<file path="config.mk">
export PLATFORM = sky130hd
export DESIGN_NAME = eff_addr_unit
export DESIGN_NICKNAME = d
export VERILOG_FILES = /design/src/rtl/eau_pkg.sv /design/src/rtl/eau_ea16.sv /design/src/rtl/eau_ea32.sv /design/src/rtl/eau_sizer.sv /design/src/rtl/eff_addr_unit.sv
export SDC_FILE = /design/constraint.sdc
export NUM_CORES = 1
export LEC_CHECK = 0
export CAP_MARGIN = 40
export CORE_MARGIN = 3
export CORE_UTILIZATION = 45
export DETAILED_ROUTE_END_ITERATION = 10
export DONT_BUFFER_PORTS = 1
export GPL_ROUTABILITY_DRIVEN = 0
export PLACE_DENSITY = 0.7
export SLEW_MARGIN = 10
export SYNTH_ARGS = -nofsm -noshare
export SYNTH_HDL_FRONTEND = slang
export SYNTH_SLANG_ARGS = --single-unit
export TNS_END_PERCENT = 100
</file>
<file path="constraint.sdc">
create_clock -name clk -period 2.4 [get_ports clk]
set_clock_uncertainty 0.05 [all_clocks]
set_input_delay 0.24 -clock clk [delete_from_list [all_inputs] [get_ports clk]]
set_output_delay 0.24 -clock clk [all_outputs]
set_load 0.005 [all_outputs]
</file>
<file path="src/rtl/eau_pkg.sv">
package eau_pkg;
    localparam int RIDX_W = 3;
    localparam int NREG   = 1 << RIDX_W;
    localparam int DW     = 32;
    localparam int HW     = DW / 2;
    localparam int BEW    = DW / 8;

    localparam logic [1:0] MD_NODISP = 2'b00;
    localparam logic [1:0] MD_DISP8  = 2'b01;
    localparam logic [1:0] MD_DISPW  = 2'b10;
    localparam logic [1:0] MD_REG    = 2'b11;

    localparam logic [2:0] RM_SCALED = 3'b100;
    localparam logic [2:0] RM_NOBASE = 3'b101;
    localparam logic [2:0] RM_DIR16  = 3'b110;
    localparam logic [2:0] IX_NONE   = 3'b100;

    typedef enum logic [1:0] {
        ST_IDLE  = 2'd0,
        ST_WRITE = 2'd1,
        ST_FAULT = 2'd2
    } eau_state_e;
endpackage

</file>
<file path="src/rtl/eau_ea16.sv">
module eau_ea16
    import eau_pkg::*;
(
    input  logic [1:0]    md,
    input  logic [2:0]    rm,
    input  logic [HW-1:0] disp_w,
    input  logic [HW-1:0] base_a,
    input  logic [HW-1:0] base_b,
    input  logic [HW-1:0] idx_a,
    input  logic [HW-1:0] idx_b,
    output logic [HW-1:0] ea
);
    logic [HW-1:0] base_term;
    logic [HW-1:0] idx_term;
    logic [HW-1:0] disp_term;
    logic          direct;

    assign direct = (md == MD_NODISP) && (rm == RM_DIR16);

    always_comb begin
        unique case (rm)
            3'd0, 3'd1, 3'd7: base_term = base_a;
            3'd2, 3'd3:       base_term = base_b;
            3'd6:             base_term = direct ? '0 : base_b;
            default:          base_term = '0;
        endcase
    end

    always_comb begin
        unique case (rm)
            3'd0, 3'd2, 3'd4: idx_term = idx_a;
            3'd1, 3'd3, 3'd5: idx_term = idx_b;
            default:          idx_term = '0;
        endcase
    end

    always_comb begin
        unique case (md)
            MD_DISP8: disp_term = {{(HW-8){disp_w[7]}}, disp_w[7:0]};
            MD_DISPW: disp_term = disp_w;
            default:  disp_term = direct ? disp_w : '0;
        endcase
    end

    assign ea = base_term + idx_term + disp_term;
endmodule

</file>
<file path="src/rtl/eau_ea32.sv">
module eau_ea32
    import eau_pkg::*;
(
    input  logic [1:0]                md,
    input  logic [2:0]                rm,
    input  logic [7:0]                sx,
    input  logic [DW-1:0]             disp,
    input  logic [NREG-1:0][DW-1:0]   regs,
    output logic [DW-1:0]             ea
);
    logic [2:0]    base_sel;
    logic          scaled;
    logic          no_base;
    logic          has_idx;
    logic [DW-1:0] base_term;
    logic [DW-1:0] idx_term;
    logic [DW-1:0] disp_term;

    assign scaled   = (rm == RM_SCALED);
    assign base_sel = scaled ? sx[2:0] : rm;
    assign no_base  = (md == MD_NODISP) && (base_sel == RM_NOBASE);
    assign has_idx  = scaled && (sx[5:3] != IX_NONE);

    assign base_term = no_base ? '0 : regs[base_sel];
    assign idx_term  = has_idx ? (regs[sx[5:3]] << sx[7:6]) : '0;

    always_comb begin
        unique case (md)
            MD_DISP8: disp_term = {{(DW-8){disp[7]}}, disp[7:0]};
            MD_DISPW: disp_term = disp;
            default:  disp_term = no_base ? disp : '0;
        endcase
    end

    assign ea = base_term + idx_term + disp_term;
endmodule

</file>
<file path="src/rtl/eau_sizer.sv">
module eau_sizer
    import eau_pkg::*;
(
    input  logic           op32,
    input  logic           addr32,
    input  logic [HW-1:0]  ea16,
    input  logic [DW-1:0]  ea32,
    input  logic [HW-1:0]  dest_hi,
    output logic [DW-1:0]  data,
    output logic [BEW-1:0] be
);
    logic [DW-1:0] wide;

    always_comb begin
        unique case ({op32, addr32})
            2'b11: begin
                wide = ea32;
            end
            2'b10: begin
                wide = {{(DW-HW){1'b0}}, ea16};
            end
            2'b01: begin
                wide = {{(DW-HW){1'b0}}, ea32[HW-1:0]};
            end
            default: begin
                wide = {{(DW-HW){1'b0}}, ea16};
            end
        endcase
    end

    assign data = op32 ? wide : {dest_hi, wide[HW-1:0]};
    assign be   = op32 ? {BEW{1'b1}} : {{(BEW/2){1'b0}}, {(BEW/2){1'b1}}};
endmodule

</file>
<file path="src/rtl/eff_addr_unit.sv">
module eff_addr_unit
    import eau_pkg::*;
(
    input  logic                 clk,
    input  logic                 rst_n,
    input  logic                 in_valid,
    input  logic                 op32,
    input  logic                 addr32,
    input  logic [7:0]           mode_byte,
    input  logic [7:0]           sx_byte,
    input  logic [DW-1:0]        disp,
    input  logic [NREG*DW-1:0]   gpr_flat,
    output logic                 wr_valid,
    output logic [RIDX_W-1:0]    wr_idx,
    output logic [DW-1:0]        wr_data,
    output logic [BEW-1:0]       wr_be,
    output logic                 ud_fault
);
    logic [NREG-1:0][DW-1:0] regs;
    logic [1:0]              md;
    logic [2:0]              rm;
    logic [RIDX_W-1:0]       dst;
    logic [HW-1:0]           ea16;
    logic [DW-1:0]           ea32;
    logic [DW-1:0]           data_nx;
    logic [BEW-1:0]          be_nx;
    logic                    take_mem;
    logic                    take_reg;
    eau_state_e              state_q;
    eau_state_e              state_nx;

    genvar gi;
    generate
        for (gi = 0; gi < NREG; gi++) begin : g_unpack
            assign regs[gi] = gpr_flat[gi*DW +: DW];
        end
    endgenerate

    assign md  = mode_byte[7:6];
    assign dst = mode_byte[5:3];
    assign rm  = mode_byte[2:0];

    assign take_mem = in_valid && (md != MD_REG);
    assign take_reg = in_valid && (md == MD_REG);

    eau_ea16 u_ea16 (
        .md     (md),
        .rm     (rm),
        .disp_w (disp[HW-1:0]),
        .base_a (regs[3][HW-1:0]),
        .base_b (regs[5][HW-1:0]),
        .idx_a  (regs[6][HW-1:0]),
        .idx_b  (regs[7][HW-1:0]),
        .ea     (ea16)
    );

    eau_ea32 u_ea32 (
        .md   (md),
        .rm   (rm),
        .sx   (sx_byte),
        .disp (disp),
        .regs (regs),
        .ea   (ea32)
    );

    eau_sizer u_sizer (
        .op32    (op32),
        .addr32  (addr32),
        .ea16    (ea16),
        .ea32    (ea32),
        .dest_hi (regs[dst][DW-1:HW]),
        .data    (data_nx),
        .be      (be_nx)
    );

    always_comb begin
        state_nx = ST_IDLE;
        unique case (state_q)
            ST_IDLE, ST_WRITE, ST_FAULT: begin
                if (take_mem)      state_nx = ST_WRITE;
                else if (take_reg) state_nx = ST_FAULT;
                else               state_nx = ST_IDLE;
            end
            default: state_nx = ST_IDLE;
        endcase
    end

    always_ff @(posedge clk or negedge rst_n) begin
        if (!rst_n) state_q <= ST_IDLE;
        else        state_q <= state_nx;
    end

    always_ff @(posedge clk or negedge rst_n) begin
        if (!rst_n) begin
            wr_idx  <= '0;
            wr_data <= '0;
            wr_be   <= '0;
        end else if (take_mem) begin
            wr_idx  <= dst;
            wr_data <= data_nx;
            wr_be   <= be_nx;
        end
    end

    always_comb begin
        wr_valid = 1'b0;
        ud_fault = 1'b0;
        unique case (state_q)
            ST_WRITE: wr_valid = 1'b1;
            ST_FAULT: ud_fault = 1'b1;
            default:  ;
        endcase
    end
endmodule

</file>
Yosys cells after proc, flatten, opt, wreduce, memory -nomap -nowiden
Index checks and enable logic that the tools add are counted.
Widths: inputs -> output; s select.
Word-level totals
  bits of input ports: 309
  output and inout bits: 41
  word-level logic and storage cells: 66
  register bits after elaboration: 41
Cells by class
  shifts and indexed selects: 1
  add/sub/neg operators: 4
  equality and inequality tests: 17
  magnitude comparators: 3
  reductions and logical operators: 13
  multiplexer cells: 24
Operators by type and width (number)
  $bmux 32 s3: 3
  $mux 32: 7
  $pmux 32 s2: 2
  $add 32x32->32: 2
  $pmux 16 s2: 2
  $pmux 16 s3: 1
  $add 16x16->16: 2
  $mux 16: 2
  $shl 32x2->32: 1
  $eq 3x3->1 const B: 5
  $lt 3x4->1 const B: 3
  $reduce_or 3->1: 4
  $eq 2x2->1 const B: 4
  $eq 2x1->1 const B: 3
  $eq 3x2->1 const B: 2
  $mux 2: 3
  $logic_and 1x1->1: 5
  $logic_not 2->1: 2
  $mux 4: 1
  $eq 3x1->1 const B: 1
  $logic_not 3->1: 1
  $mux 3: 1
  $ne 3x3->1 const B: 1
  $mux 1: 2
  other kinds (2): 2

Logic depth before layout (Yosys ltp)
  word-level depth: 9
  depth in mapped cells: 22
  gate-level depth less buffers: 20

Cells and area by module
A second synthesis with hierarchy kept.
Unflattened totals
  cells, all modules: 1197
  area, all modules: 11942.7 µm²
Modules (own cells, without submodules)
  eau_ea32: area each 7239.4 µm², instances 1, cells each 781, sequential area each 0.0 µm²
  eff_addr_unit: area each 2583.7 µm², instances 1, cells each 148, sequential area each 1026.0 µm²
  eau_ea16: area each 1707.9 µm², instances 1, cells each 224, sequential area each 0.0 µm²
  eau_sizer: area each 411.6 µm², instances 1, cells each 44, sequential area each 0.0 µm²

Least setup slack after synthesis
Ideal clock, no wire load.
  path type: input to register
  start point: input port sx_byte[4]
  end point: register wr_data[23]
  arrival time: 5129 ps
  setup time: 126 ps
  buffers on the path: 4
  data required time: 2224 ps
  slack: -2905 ps
  stages on the path: 22
  path through: buf_2 -> buf_2 -> buf_1 -> clkbuf_1 -> mux4_2 -> mux2i_1 -> nand2_1 -> nand2_1 -> nor2_1 -> fa_1 -> ha_1 -> inv_1 -> fa_1 -> nand2b_1 -> a21oi_1 -> nor4_1 -> o21ai_0 -> a21oi_1 -> o31ai_1 -> o21ai_0 -> xnor2_1 -> a221o_1
Between the ends
  longest elaborated chain between the ends: 8
  elaborated cells between the ends (all ways): 10
  those cells by class: add/sub: 2; eq/ne: 1; shift: 1; mux: 5; reduce/logical: 1
RTL lines
  start, declared: RTL line eff_addr_unit.sv:10  | input logic [7:0] sx_byte,
  $bmux 32 s3: RTL line eau_ea32.sv:25  | assign idx_term = has_idx ? (regs[sx[5:3]] << sx[7:6]) : '0;
  $mux 32 (implied by the code): RTL line eau_ea32.sv:25
  $shl 32x2->32: RTL line eau_ea32.sv:25
  $mux 32 *: RTL line eau_ea32.sv:25
  $add 32x32->32 * (2 in a row): RTL line eau_ea32.sv:35  | assign ea = base_term + idx_term + disp_term;
  $pmux 32 s2 *: RTL line eau_sizer.sv:15  | unique case ({op32, addr32})
  $mux 32 *: RTL line eau_sizer.sv:31  | assign data = op32 ? wide : {dest_hi, wide[HW-1:0]};
  end signal, assigned: RTL line eff_addr_unit.sv:100  | wr_data <= data_nx;
  end, declared: RTL line eff_addr_unit.sv:15  | output logic [DW-1:0] wr_data,
Mark *: on every way between the ends. The rest lies on a longest branch, timed or not. The select of a mux whose other input is x is not followed.
A chain may end at the register's enable or synchronous reset.

Final worst setup path
  start point: input port mode_byte[2]
  end point: register wr_data[26]
Between the ends
  longest elaborated chain between the ends: 9
  elaborated cells between the ends (all ways): 15
  those cells by class: add/sub: 2; eq/ne: 2; mux: 9; reduce/logical: 2
RTL lines
  start, declared: RTL line eff_addr_unit.sv:9  | input logic [7:0] mode_byte,
  $eq 3x3->1: RTL line eau_ea32.sv:19  | assign scaled = (rm == RM_SCALED);
  $mux 3: RTL line eau_ea32.sv:20  | assign base_sel = scaled ? sx[2:0] : rm;
  $bmux 32 s3 or $eq 3x3->1 (tied branches): RTL line eau_ea32.sv:24, eau_ea32.sv:21
  $mux 32 (implied by the code) or $logic_and 1x1->1 (tied branches): RTL line eau_ea32.sv:24, eau_ea32.sv:21
  $mux 32, on equally long branches: RTL line eau_ea32.sv:24, eau_ea32.sv:31
  $add 32x32->32 or $pmux 32 s2 (tied branches): RTL line eau_ea32.sv:35, eau_ea32.sv:28
  $add 32x32->32 *: RTL line eau_ea32.sv:35
  $pmux 32 s2 *: RTL line eau_sizer.sv:15
  $mux 32 *: RTL line eau_sizer.sv:31
Marks and branches as above.

==> run_results.csv <==
group,metric,value,unit
pwr,p_per_area,484.3,nW/µm²
synthesis,synth_top_area_share,30.85,%
layout,synthToLayoutAreaGrowth,27.67,%
floorplan,std_cell_rows,57,
floorplan,die_area,27420,µm²
timing,finalCritPeriodShare,183.2,%
setup_path,end_kind,"register",
layout,layout.cells.non_filler,1726,
synthesis,yosysTopAreaCell,"mux4_2",
clock_tree,ctsRootBufferMaster,"clkbuf_16",
timing,min_period,4396,ps
setup_path,r2r-start,"wr_data[26]",
detailed_routing,vias,11610,
synthesis,synth_edf_count,0,
layout,fin_nets,1805,
timing,tns,-45460,ps
placement,placedInstanceArea,13340,µm²
clock_tree,numClockSinks,39,
synthesis,ys_types,64,
grt,met2_usage,49.87,%
placement,port_buffers,0,
clock_tree,tritoncts,"yes",
timing,final-max-slew-violation-count,0,
setup_path,crit_required,2520,ps
pwr,total_power,0.007086,W
pwr,leakage,6.340,nW
floorplan,num_io_pins,350,
timing,tightest_slew,520.1,ps
clock_tree,clkTransAtPathRegs,60,ps
layout,final_area,14630,µm²
grt,antenna_found_initial,1,
detailed_routing,avgRoutedWirePerCell,26.31,µm
min_path,hold_path.class,"input port to register",
synthesis,yosys_warnings,0,
clock_tree,cts-buffers-inserted,5,
pwr,ir_worst_vdd,0.3241,mV
clock_tree,clk_latency,280,ps
synthesis,avgSynthCellArea,9.309,µm²
setup_path,rr_worst_depth,1,
timing,slew_headroom,64.34,%
timing,rsz0062_at_grt,"true",
layout,drive_above_1_share,42.76,%
synthesis,syn_inst,1231,
grt,grt_pass1_vias,11500,
setup_path,r2r_setup_slack,1460,ps
run_status,violations,"setup timing",
timing,clock.fmax,227.5,MHz
grt,use_met1,41.30,%
synthesis,syn_area,11460,µm²
synthesis,async_reset_ff_share,100.0,%
timing,finalHoldViolations,0,
detailed_routing,routed_wirelength,45.41,mm
synthesis,syn_nets,1636,
floorplan,initial_core_util,46.44,%
setup_path,critPathMaxFanout,9,
timing,setup_violations,32,
grt,grt_usage,31.68,%
detailed_routing,ant_nets,0,
setup_path,startpoint,"mode_byte[2]",
synthesis,synth.most_common_cell,"nand2_1",
clock_tree,htreeDepth,2,
synthesis,ys_ff_latch,39,
floorplan,coreArea,24680,µm²
grt,met3_usage,11.72,%
detailed_routing,drc_errors,0,
grt,grt-ovfl-total,0,
detailed_routing,drt-initial-drc-count,1298,
run_status,outcome,"finished with violations",
detailed_routing,drtPass1Iterations,5,
flow_run,drv_cap,0,
setup_path,reg2reg_to,"wr_data[26]",
clock_tree,clock_path_buffers,2,
placement,dp.cells,1681,
grt,grt_max_degree,69,
floorplan,die_h,165.6,µm
floorplan,die_width,165.6,µm
synthesis,seq_area_frac_synth,8.516,%
grt,grt_pass1_wl,66.89,mm
setup_path,crit_arrival,4520,ps
timing,finalWorstSetupSlack,-1996,ps
grt,gr-max-usage-layer,"met2",
placement,dp_hpwl,36.35,mm
setup_path,start_kind,"input port",
synthesis,ys_top_cells_by_area,"mux4_2 31%, dfrtp_1 8.5%, fa_1 8.4%",
synthesis,synth_common_cells,"183 x nand2_1, 157 x mux4_2, 103 x a21oi_1",
detailed_routing,viasPerCell,6.724,
setup_path,critPathKind,"input port to register",
synthesis,synth_top_flop_cell,"dfrtp_1",
setup_path,endpoint,"wr_data[26]",
stage by stage:
| stage | setup WS (ps) | hold slack (ps) | utilization [%] |
|---|---|---|---|
| floorplan | -2133 | -105.6 | - |
| global placement | -2248 | -104.0 | 54.08 |
| detailed placement | -2293 | -104.2 | 54.08 |
| CTS | -1835 | 0.7708 | 57.91 |
| global route | -2047 | 1.289 | 59.28 |
| finish | -1996 | 7.283 | 59.29 |
report_power, final:
part | internal, W | switching (W)
registers | 0.000826 | 0.000179
logic | 0.00283 | 0.00258
clock network | 0.000389 | 0.000285
total | 0.00404 | 0.00304
repair_timing:
item                                   4_1_cts  5_1_grt
endpoints found under the hold margin       39        0
gates resized for setup                    111       58
setup endpoints to repair                   31       32
pin swaps                                   72       52
cloned                                       5        0
hold buffers                                 2        0
buffers inserted                            20       14
how the worst min path moves through the flow:
stage,startpoint,endpoint,slack (ps),depth (start not counted)
after floorplan,rst_n,state_q[0],-110,0
after global placement,rst_n,wr_data[3],-100,0
after detailed placement,rst_n,wr_data[3],-100,0
after CTS,addr32,wr_data[15],0.8,1
after global routing,addr32,wr_data[15],1,1
final,addr32,wr_data[15],7,1
critical path, cell delays in order:
cell       delay, ps
nor2b_4          120
buf_4            140
a21oi_4          190
buf_4            170
mux4_2           510
a22oi_1          290
buf_4            190
fa_1             190
inv_2             60
ha_4             160
a211o_1          330
a2111oi_4        400
o21ai_2          140
a311oi_2         220
buf_4            150
or3b_4           380
a31oi_4          220
xnor2_1           90
a221o_1          300
metal layers:
metal	vias up	share of wire [%]
met1	5596	37
met2	883	45
li1	4977	-
met5	-	0
met4	0	3.6
met3	149	14
sequential cells by signal, summed over array words and instances, names as in the netlist:
register	count
wr_idx	3
wr_data	32
state_q	2
wr_be	2
cell type report:
type,instances,area [µm²]
Antenna cell,1,2.502
Clock buffer,5,125.1
Clock inverter,3,23.77
Fill cell,2025,10050
Inverter,98,370.4
Multi-Input combinational cell,998,10510
Sequential cell,39,975.9
Tap cell,324,405.4
Timing Repair Buffer,258,2217
cells by family after synthesis:
family                     after synthesis  share of synthesized area [%]
AOI/OAI and AO/OA                      311                          17.93
xor gates and xnor gates                41                          3.133
adders and majority gates               96                          13.63
muxes                                  234                          37.82
buffers and inverters                  196                          6.769
DFF                                     39                          8.516
and+or+nand+nor                        314                          12.21
layout by cell type, fill, tap and decap left out, types with 7 or more instances in the layout:
cell type	count
buf_4	223
nand2_1	181
mux4_2	157
inv_1	90
a21oi_1	85
mux2i_1	54
fa_1	45
dfrtp_1	39
ha_1	38
nor2_1	36
or2_2	30
xnor2_1	26
o22a_1	25
o21ai_1	24
a22oi_1	23
a22oi_2	22
mux2_2	21
o21ai_0	20
buf_6	20
a21oi_2	13
a21o_1	11
o21a_1	10
nor3_1	10
buf_12	10
xor2_1	9
nand3_1	8
nand2b_1	8
o21ai_2	8
and2_1	7
ha_4	7
No activity file was read; power rests on OpenSTA's default activity.
